<file path="config.mk">
export PLATFORM = sky130hd
export DESIGN_NAME = can_irq_status
export DESIGN_NICKNAME = d
export VERILOG_FILES = /design/src/rtl/can_irq_pkg.sv /design/src/rtl/can_irq_thr.sv /design/src/rtl/can_irq_flag.sv /design/src/rtl/can_irq_mbxflag.sv /design/src/rtl/can_irq_status.sv
export SDC_FILE = /design/constraint.sdc
export NUM_CORES = 1
export LEC_CHECK = 0
export BUFFER_PORTS_ARGS = -buffer_cell sky130_fd_sc_hd__buf_2
export CAP_MARGIN = 5
export CORE_ASPECT_RATIO = 0.7
export CORE_UTILIZATION = 32
export CTS_BUF_LIST = sky130_fd_sc_hd__clkbuf_16
export DETAILED_ROUTE_END_ITERATION = 12
export PLACE_DENSITY = 0.76
export RECOVER_POWER = 50
export SYNTH_ARGS = -nofsm -noshare
export SYNTH_HDL_FRONTEND = slang
export SYNTH_SLANG_ARGS = --single-unit
</file>
<file path="constraint.sdc">
create_clock -name clk -period 0.8 [get_ports clk]
set_clock_uncertainty 0.05 [all_clocks]
set_input_delay 0.08 -clock clk [delete_from_list [all_inputs] [get_ports clk]]
set_output_delay 0.08 -clock clk [all_outputs]
set_load 0.05 [all_outputs]
</file>
<file path="src/rtl/can_irq_pkg.sv">
package can_irq_pkg;
  localparam int NFLAG    = 8;
  localparam int F_BOFF   = 0;
  localparam int F_PASS   = 1;
  localparam int F_TXWARN = 2;
  localparam int F_RXWARN = 3;
  localparam int F_OVL    = 4;
  localparam int F_RSTD   = 5;
  localparam int F_RXMSG  = 6;
  localparam int F_RMT    = 7;
  localparam int NTHR     = 4;

  // Flags software may clear by writing 1.
  localparam logic [NFLAG-1:0] W1C_MASK = 8'h3F;
  // Value of the flag byte after reset.
  localparam logic [NFLAG-1:0] RST_FLAGS = 8'h20;

  // Counter threshold compare, width-agnostic.
  function automatic logic cnt_ge(input logic [31:0] v, input logic [31:0] lim);
    return v >= lim;
  endfunction

  // Any unmasked pending bit.
  function automatic logic live_pend(input logic [63:0] pend, input logic [63:0] mask);
    return |(pend & ~mask);
  endfunction
endpackage

</file>
<file path="src/rtl/can_irq_thr.sv">
module can_irq_thr (
  input  logic clk,
  input  logic rst_n,
  input  logic cond_i,
  output logic rise_o
);
  logic cond_q;

  always_ff @(posedge clk or negedge rst_n) begin
    if (!rst_n) cond_q <= 1'b0;
    else        cond_q <= cond_i;
  end

  assign rise_o = cond_i & ~cond_q;

  AST_NO_REFIRE: assert property (@(posedge clk) disable iff (!rst_n)
    rise_o |=> !rise_o);
endmodule

</file>
<file path="src/rtl/can_irq_flag.sv">
module can_irq_flag #(
  parameter logic RST_VAL = 1'b0
) (
  input  logic clk,
  input  logic rst_n,
  input  logic set_i,
  input  logic clr_i,
  output logic q_o
);
  always_ff @(posedge clk or negedge rst_n) begin
    if (!rst_n)     q_o <= RST_VAL;
    else if (set_i) q_o <= 1'b1;
    else if (clr_i) q_o <= 1'b0;
  end

  AST_SET_WINS: assert property (@(posedge clk) disable iff (!rst_n)
    set_i |=> q_o);
  AST_STICKY: assert property (@(posedge clk) disable iff (!rst_n)
    (q_o && !clr_i) |=> q_o);
endmodule

</file>
<file path="src/rtl/can_irq_mbxflag.sv">
module can_irq_mbxflag #(
  parameter int NMBX = 16
) (
  input  logic            clk,
  input  logic            rst_n,
  input  logic            set_i,
  input  logic [NMBX-1:0] pend_i,
  input  logic [NMBX-1:0] mask_i,
  output logic            q_o
);
  import can_irq_pkg::*;

  logic pend_live;
  assign pend_live = live_pend(64'(pend_i), 64'(mask_i));

  always_ff @(posedge clk or negedge rst_n) begin
    if (!rst_n)          q_o <= 1'b0;
    else if (set_i)      q_o <= 1'b1;
    else if (!pend_live) q_o <= 1'b0;
  end

  AST_MBX_HOLD: assert property (@(posedge clk) disable iff (!rst_n)
    (q_o && pend_live) |=> q_o);
  AST_MBX_DROP: assert property (@(posedge clk) disable iff (!rst_n)
    (q_o && !pend_live && !set_i) |=> !q_o);
endmodule

</file>
<file path="src/rtl/can_irq_status.sv">
module can_irq_status #(
  parameter int CNT_W    = 9,
  parameter int NMBX     = 16,
  parameter int WARN_LIM = 96,
  parameter int PASS_LIM = 128,
  parameter int BOFF_LIM = 256,
  localparam int MBX_W   = (NMBX > 1) ? $clog2(NMBX) : 1
) (
  input  logic             clk,
  input  logic             rst_n,
  input  logic [CNT_W-1:0] tx_err_cnt,
  input  logic [CNT_W-1:0] rx_err_cnt,
  input  logic             ovl_sent,
  input  logic             reinit_done,
  input  logic             rx_done,
  input  logic             rx_remote,
  input  logic [MBX_W-1:0] rx_mbx,
  input  logic [NMBX-1:0]  mbx_mask,
  input  logic [NMBX-1:0]  rx_pend,
  input  logic [NMBX-1:0]  rmt_pend,
  input  logic             wr_en,
  input  logic [7:0]       wr_data,
  output logic [7:0]       rd_data,
  output logic             irq
);
  import can_irq_pkg::*;

  logic [NFLAG-1:0] flag_q;
  logic [NFLAG-1:0] clr_req;
  logic [NTHR-1:0]  thr_cond;
  logic [NTHR-1:0]  thr_rise;
  logic             rx_unmasked;
  logic             rx_set;
  logic             rmt_set;

  assign clr_req = wr_en ? (wr_data & W1C_MASK) : '0;

  // Threshold conditions, indexed by flag bit position.
  assign thr_cond[F_BOFF]   = cnt_ge(32'(tx_err_cnt), 32'(BOFF_LIM));
  assign thr_cond[F_PASS]   = cnt_ge(32'(tx_err_cnt), 32'(PASS_LIM)) |
                              cnt_ge(32'(rx_err_cnt), 32'(PASS_LIM));
  assign thr_cond[F_TXWARN] = cnt_ge(32'(tx_err_cnt), 32'(WARN_LIM));
  assign thr_cond[F_RXWARN] = cnt_ge(32'(rx_err_cnt), 32'(WARN_LIM));

  for (genvar g = 0; g < NTHR; g++) begin : g_thr
    can_irq_thr u_edge (
      .clk    (clk),
      .rst_n  (rst_n),
      .cond_i (thr_cond[g]),
      .rise_o (thr_rise[g])
    );
    can_irq_flag #(.RST_VAL(1'b0)) u_flag (
      .clk   (clk),
      .rst_n (rst_n),
      .set_i (thr_rise[g]),
      .clr_i (clr_req[g]),
      .q_o   (flag_q[g])
    );
  end

  can_irq_flag #(.RST_VAL(RST_FLAGS[F_OVL])) u_ovl (
    .clk   (clk),
    .rst_n (rst_n),
    .set_i (ovl_sent),
    .clr_i (clr_req[F_OVL]),
    .q_o   (flag_q[F_OVL])
  );

  can_irq_flag #(.RST_VAL(RST_FLAGS[F_RSTD])) u_rstd (
    .clk   (clk),
    .rst_n (rst_n),
    .set_i (reinit_done),
    .clr_i (clr_req[F_RSTD]),
    .q_o   (flag_q[F_RSTD])
  );

  assign rx_unmasked = ~mbx_mask[rx_mbx];
  assign rx_set      = rx_done & rx_unmasked;
  assign rmt_set     = rx_done & rx_remote & rx_unmasked;

  can_irq_mbxflag #(.NMBX(NMBX)) u_rxmsg (
    .clk    (clk),
    .rst_n  (rst_n),
    .set_i  (rx_set),
    .pend_i (rx_pend),
    .mask_i (mbx_mask),
    .q_o    (flag_q[F_RXMSG])
  );

  can_irq_mbxflag #(.NMBX(NMBX)) u_rmt (
    .clk    (clk),
    .rst_n  (rst_n),
    .set_i  (rmt_set),
    .pend_i (rmt_pend),
    .mask_i (mbx_mask),
    .q_o    (flag_q[F_RMT])
  );

  always_ff @(posedge clk or negedge rst_n) begin
    if (!rst_n) irq <= |RST_FLAGS;
    else        irq <= |flag_q;
  end

  assign rd_data = flag_q;

  AST_BOFF_SETS: assert property (@(posedge clk) disable iff (!rst_n)
    thr_rise[F_BOFF] |=> rd_data[F_BOFF]);
  AST_PASS_SETS: assert property (@(posedge clk) disable iff (!rst_n)
    thr_rise[F_PASS] |=> rd_data[F_PASS]);
  AST_MASKED_QUIET: assert property (@(posedge clk) disable iff (!rst_n)
    (!rd_data[F_RXMSG] && rx_done && !rx_unmasked && !$past(rx_set)) |=> !rd_data[F_RXMSG]);
  AST_IRQ_LAG: assert property (@(posedge clk) disable iff (!rst_n)
    irq == $past(|rd_data));
endmodule

</file>
After elaboration in Yosys (flattened, before gate mapping). Cells that the tools add are included.

Output and inout port bits: 9. Flip-flop bits (word level): 13. Logic and storage cells: 65.

Multiplexer cells: 19. Reductions and logical operators: 9. Equal/unequal tests: 2. Bitwise operators: 16. $lt $le $gt $ge: 6.

Operators with widths (number): AND 16 x 64 -> 64 bit (2); OR reduction 64 bit (2); NOT 16 -> 64 bit (1); greater-or-equal comparator 9 x 7 -> 1 bit, second input constant (2); greater-or-equal comparator 9 x 8 -> 1 bit, second input constant (2); 2-to-1 mux 1 bit (17); nonzero test 2 bit (6); greater-or-equal comparator 9 bit, second input constant (1); OR reduction 8 bit (1); AND 1 bit (7); 2-to-1 mux 6 bit (1); < comparator 4 x 5 -> 1 bit, second input constant (1); NOT 1 bit (5); binary-select mux 1 bit (select 4 bit) (1); != test 2 bit, second input constant (2); bitwise OR 1 bit (1).

Depth between registers and ports, before layout.
Word-level depth: 5. Mapped depth: 4. Gate-level depth less buffers: 4.

Hierarchy. From an unflattened synthesis, not the netlist that was laid out.

Cell total of the unflattened synthesis: 102. Area total of the unflattened synthesis: 1081.0 um^2.

By module, submodules not included: can_irq_mbxflag (instances 2, sequential area each 25.0 um^2, area each 211.5 um^2, cells each 23); can_irq_status (instances 1, sequential area each 26.3 um^2, area each 284.0 um^2, cells each 30); can_irq_flag at g_thr[0].u_flag ... (instances 5, sequential area each 25.0 um^2, area each 36.3 um^2, cells each 3); can_irq_thr (instances 4, sequential area each 25.0 um^2, area each 38.8 um^2, cells each 2); can_irq_flag at u_rstd (instances 1, sequential area each 26.3 um^2, area each 37.5 um^2, cells each 3).

Least setup slack after synthesis. No wires, ideal clock.

Path kind: input -> register. From: input port rx_mbx[1]. To: register u_rxmsg.q_o. Data required time: 0.684 ns. Path slack: -0.390 ns. Arrival: 1.074 ns. Stages on the path: 4. Buffers on the path: 0. Path through: mux4_1 mux2_2 nand2_2 a32o_2.

Word-level cells in the longest chain between the ends: 5.

Ends and longest elaborated chain: start: declaration (RTL line can_irq_status.sv:17) `input logic [MBX_W-1:0] rx_mbx,`; binary-select mux 1 bit (select 4 bit) * (RTL line can_irq_status.sv:77) `assign rx_unmasked = ~mbx_mask[rx_mbx];`; 2-to-1 mux 1 bit (not written as such) * (RTL line can_irq_status.sv:77); NOT 1 bit * (RTL line can_irq_status.sv:77); AND 1 bit * (RTL line can_irq_status.sv:78) `assign rx_set = rx_done & rx_unmasked;`; != test 2 bit (no source line) / 2-to-1 mux 1 bit (equally long branches); end signal: assignment (RTL line can_irq_mbxflag.sv:17) `if (!rst_n) q_o <= 1'b0;`; end signal: assignment (RTL line can_irq_mbxflag.sv:18) `else if (set_i) q_o <= 1'b1;`; end signal: assignment (RTL line can_irq_mbxflag.sv:19) `else if (!pend_live) q_o <= 1'b0;`; end: declaration (RTL line can_irq_mbxflag.sv:9) `output logic q_o`.

Mark *: on every way between the ends. The rest lies on a longest branch, timed or not. The select of a mux whose other input is x is not followed. A chain may end at the register's enable or synchronous reset.

Worst setup path in the final report.
From: input port mbx_mask[14]. To: register u_rxmsg.q_o.

Word-level cells in the longest chain between the ends: 5.

Ends and longest elaborated chain: start: declaration (RTL line can_irq_status.sv:18) `input logic [NMBX-1:0] mbx_mask,`; binary-select mux 1 bit (select 4 bit) (RTL line can_irq_status.sv:77); 2-to-1 mux 1 bit (not written as such) (RTL line can_irq_status.sv:77); NOT 1 bit (RTL line can_irq_status.sv:77); AND 1 bit (RTL line can_irq_status.sv:78); != test 2 bit (no source line) / 2-to-1 mux 1 bit (equally long branches).

Several ways; a longest one is shown, not always the timed one. The select of a mux whose other input is x is not followed.

==> impl_metrics.env <==
export IMPL_final_setup_viol_count=16
export IMPL_cp_start_kind="primary input"
export IMPL_violations="setup timing"
export IMPL_cts_clk_slew_worst_paths_ns=0.04
export IMPL_p_leak_nw=0.943
export IMPL_crit_required_ns=0.92
export IMPL_n_antenna_cell=0
export IMPL_min_to="g_thr[1].u_edge.cond_q"
export IMPL_synth_edf_count=0
export IMPL_dp_cells=229
export IMPL_io_pins=94
export IMPL_crit_type="primary input to flop"
export IMPL_die_y_um=47.4
export IMPL_synth_seq_cells=13
export IMPL_synth_nets=184
export IMPL_p_int_mw=1.92
export IMPL_pwr_density_cell_mw_per_mm2=1400
export IMPL_async_flop_share=1.00
export IMPL_yosysUniqueCellTypes=26
export IMPL_drc=0
export IMPL_gp_congestion=0.934
export IMPL_drt_iter0_drc=82
export IMPL_rr_startpoint="g_thr[2].u_flag.q_o"
export IMPL_synth_seq_area_share=0.348
export IMPL_die_w_um=66.9
export IMPL_max_cap_viol_count=0
export IMPL_antenna_found_initial=0
export IMPL_final_cells=242
export IMPL_pre_cts_slack_ns=-0.705
export IMPL_critPathMaxFanout=2
export IMPL_clockPowerShare=0.340
export IMPL_nNetsFinal=292
export IMPL_drive_above_1_share=0.636
export IMPL_combinationalPowerShare=0.374
export IMPL_holdPathStages=2
export IMPL_ant_nets=0
export IMPL_grt_pass1_vias=1118
export IMPL_status="complete, but fails checks"
export IMPL_root_buffer="clkbuf_16"
export IMPL_synthCells=99
export IMPL_vias=1166
export IMPL_wl_per_cell_um=13.9
export IMPL_initial_utilization=0.336
export IMPL_cts_tree="done"
export IMPL_grt_pass1_wl_um=5140
export IMPL_cts_made_buffers=3
export IMPL_ff2ff_path_depth=3
export IMPL_maxSlewHeadroom=0.757
export IMPL_worstSkewPairLatency_ns=0.24
export IMPL_seq_power_share=0.286
export IMPL_p_switching_mw=0.734
export IMPL_finalCriticalPeriod_ns=1.10
export IMPL_syn_area_per_cell_um2=9.52
export IMPL_synthFlopType="dfrtp_1"
export IMPL_grt_max_degree=14
export IMPL_max_vdd_ir_drop_v=0.000874
export IMPL_row_count=16
export IMPL_rsz0062_at_grt="true"
export IMPL_hp_class="primary input to flop"
export IMPL_htreeDepth=1
export IMPL_finalHoldViolCount=0
export IMPL_io_buffers=81
export IMPL_firstDrtPassIters=4
export IMPL_die_area_mm2=0.00317
export IMPL_routed_wl_um=3360
export IMPL_detail_route_vias_per_cell=4.82
export IMPL_end_kind="flop"
export IMPL_worstPathArrival_ns=1.22
export IMPL_fin_hold_ws_ns=0.0303
export IMPL_finalSetupTns_ns=-2.71
export IMPL_grt_overflow=0
export IMPL_fin_crit_sh=1.37
export IMPL_setup_slack_ns=-0.295
export IMPL_ys_warn_count=0
export IMPL_r2r_setup_slack_ns=-0.17
export IMPL_fmax_ghz=0.913
export IMPL_core_mm2=0.00280
export IMPL_clock_sinks=13
export IMPL_drv_slew=0
export IMPL_r2r_end="irq"
export IMPL_synth_area_um2=942
export IMPL_track_usage=0.229
export IMPL_min_delay_start="rx_err_cnt[8]"
export IMPL_cts_buffer_depth=2
export IMPL_p_sw_frac=0.276
export IMPL_dp_hpwl_um=2560
export IMPL_area_growth_pct=101
export IMPL_worstMarginPinSlew_ns=0.355
## layout by cell type, fill, tap and decap left out, types with 2 or more instances in the layout
| cell | n |
|---|---|
| mux4_2 | 3 |
| buf_8 | 3 |
| nor2b_4 | 2 |
| buf_2 | 64 |
| dfstp_2 | 2 |
| buf_6 | 19 |
| a21o_1 | 2 |
| buf_4 | 20 |
| a2111oi_4 | 3 |
| dlygate4sd3_1 | 3 |
| nand4_1 | 2 |
| a2111oi_2 | 3 |
| a22o_1 | 3 |
| mux2i_1 | 2 |
| inv_1 | 10 |
| nor2b_1 | 21 |
| clkbuf_16 | 3 |
| nand2_1 | 9 |
| a211o_1 | 2 |
| dfrtp_1 | 11 |
| clkbuf_1 | 2 |
## routing by layer
layer  vias to the layer above  GRT usage  wire (µm)
li1                        566          -          -
met1                       562      0.310       1450
met2                        32      0.374       1730
met3                         6     0.0510        136
met4                         0     0.0638         38
met5                         -          0          0
## layout make-up
type                       count  area [µm²]
clock buffer                   3        75.1
clock inverter                 1        3.75
fill                         218         910
inverter                       9        33.8
multi-input combinational     68         636
sequential                    13         328
tap                           36        45.0
timing repair buffer         112         772
## registers in the layout, indices dropped and copies added (netlist names)
| signal | count |
|---|---|
| g_thr.u_edge.cond_q | 4 |
| g_thr.u_flag.q_o | 4 |
| irq | 1 |
| u_ovl.q_o | 1 |
| u_rmt.q_o | 1 |
| u_rstd.q_o | 1 |
| u_rxmsg.q_o | 1 |
## Yosys cell counts, drive strengths merged, types with 2 or more instances
cell type	count	area, µm²
mux4	3	78.8
dfrtp	11	275
a32o	2	21.3
dfstp	2	52.6
a22o	3	26.3
mux2i	2	20.0
nand2	10	40.0
nand4	2	12.5
nor2b	24	150
a21o	2	15.0
a2111oi	8	70.1
a211o	2	17.5
inv	9	33.8
buf	8	60.1
nor4	2	12.5
## critical path, cell delays in order
cell and delay [ns]:
buf_6 0.10, buf_6 0.10, mux4_2 0.45, mux2_4 0.28, nand2_2 0.07, a32o_2 0.15
## through the flow
step           utilization  total power [mW]  area, µm²
6_report             0.675              2.65       1890
5_1_grt              0.675              2.80       1890
4_1_cts              0.650              2.59       1820
3_5_place_dp         0.533              1.46       1490
3_3_place_gp         0.533              1.46       1490
2_1_floorplan            -              1.13        946
## power by group through the flow
stage	clock, mW	sequential (mW)	combinational, mW
4_1_cts	0.919	0.755	0.920
3_3_place_gp	0	0.755	0.702
5_1_grt	0.967	0.764	1.07
6_report	0.903	0.759	0.992
2_1_floorplan	0	0.746	0.386
3_5_place_dp	0	0.756	0.707
## cells by family (layout without fill, tap and decap cells)
kind of cell           count (synthesis)  in the layout  synth area share
AO/OA/AOI/OAI                         20             20             0.178
flip-flops                            13             13             0.348
AND/OR/NAND/NOR                       42             42             0.254
multiplexers                           6              6             0.117
buffers and inverters                 18            125             0.104
## worst max-delay path by stage
stage / startpoint / endpoint / slack, ns / cells after the start
6_report: mbx_mask[14] / u_rxmsg.q_o / -0.30 / 6
5_1_grt: mbx_mask[14] / u_rmt.q_o / -0.32 / 6
4_1_cts: mbx_mask[14] / u_rxmsg.q_o / -0.31 / 6
3_5_place_dp: rmt_pend[6] / u_rmt.q_o / -0.71 / 6
3_3_place_gp: mbx_mask[0] / u_rxmsg.q_o / -0.74 / 6
2_1_floorplan: rx_mbx[1] / u_rxmsg.q_o / -0.33 / 4
## repair_timing
action	4_1_cts	5_1_grt
buffers inserted	7	0
pin swaps	8	6
hold buffers	3	0
hold endpoints to repair	15	0
setup endpoints to repair	15	17
resized for setup	45	16
No activity file was read; power rests on OpenSTA's default activity.
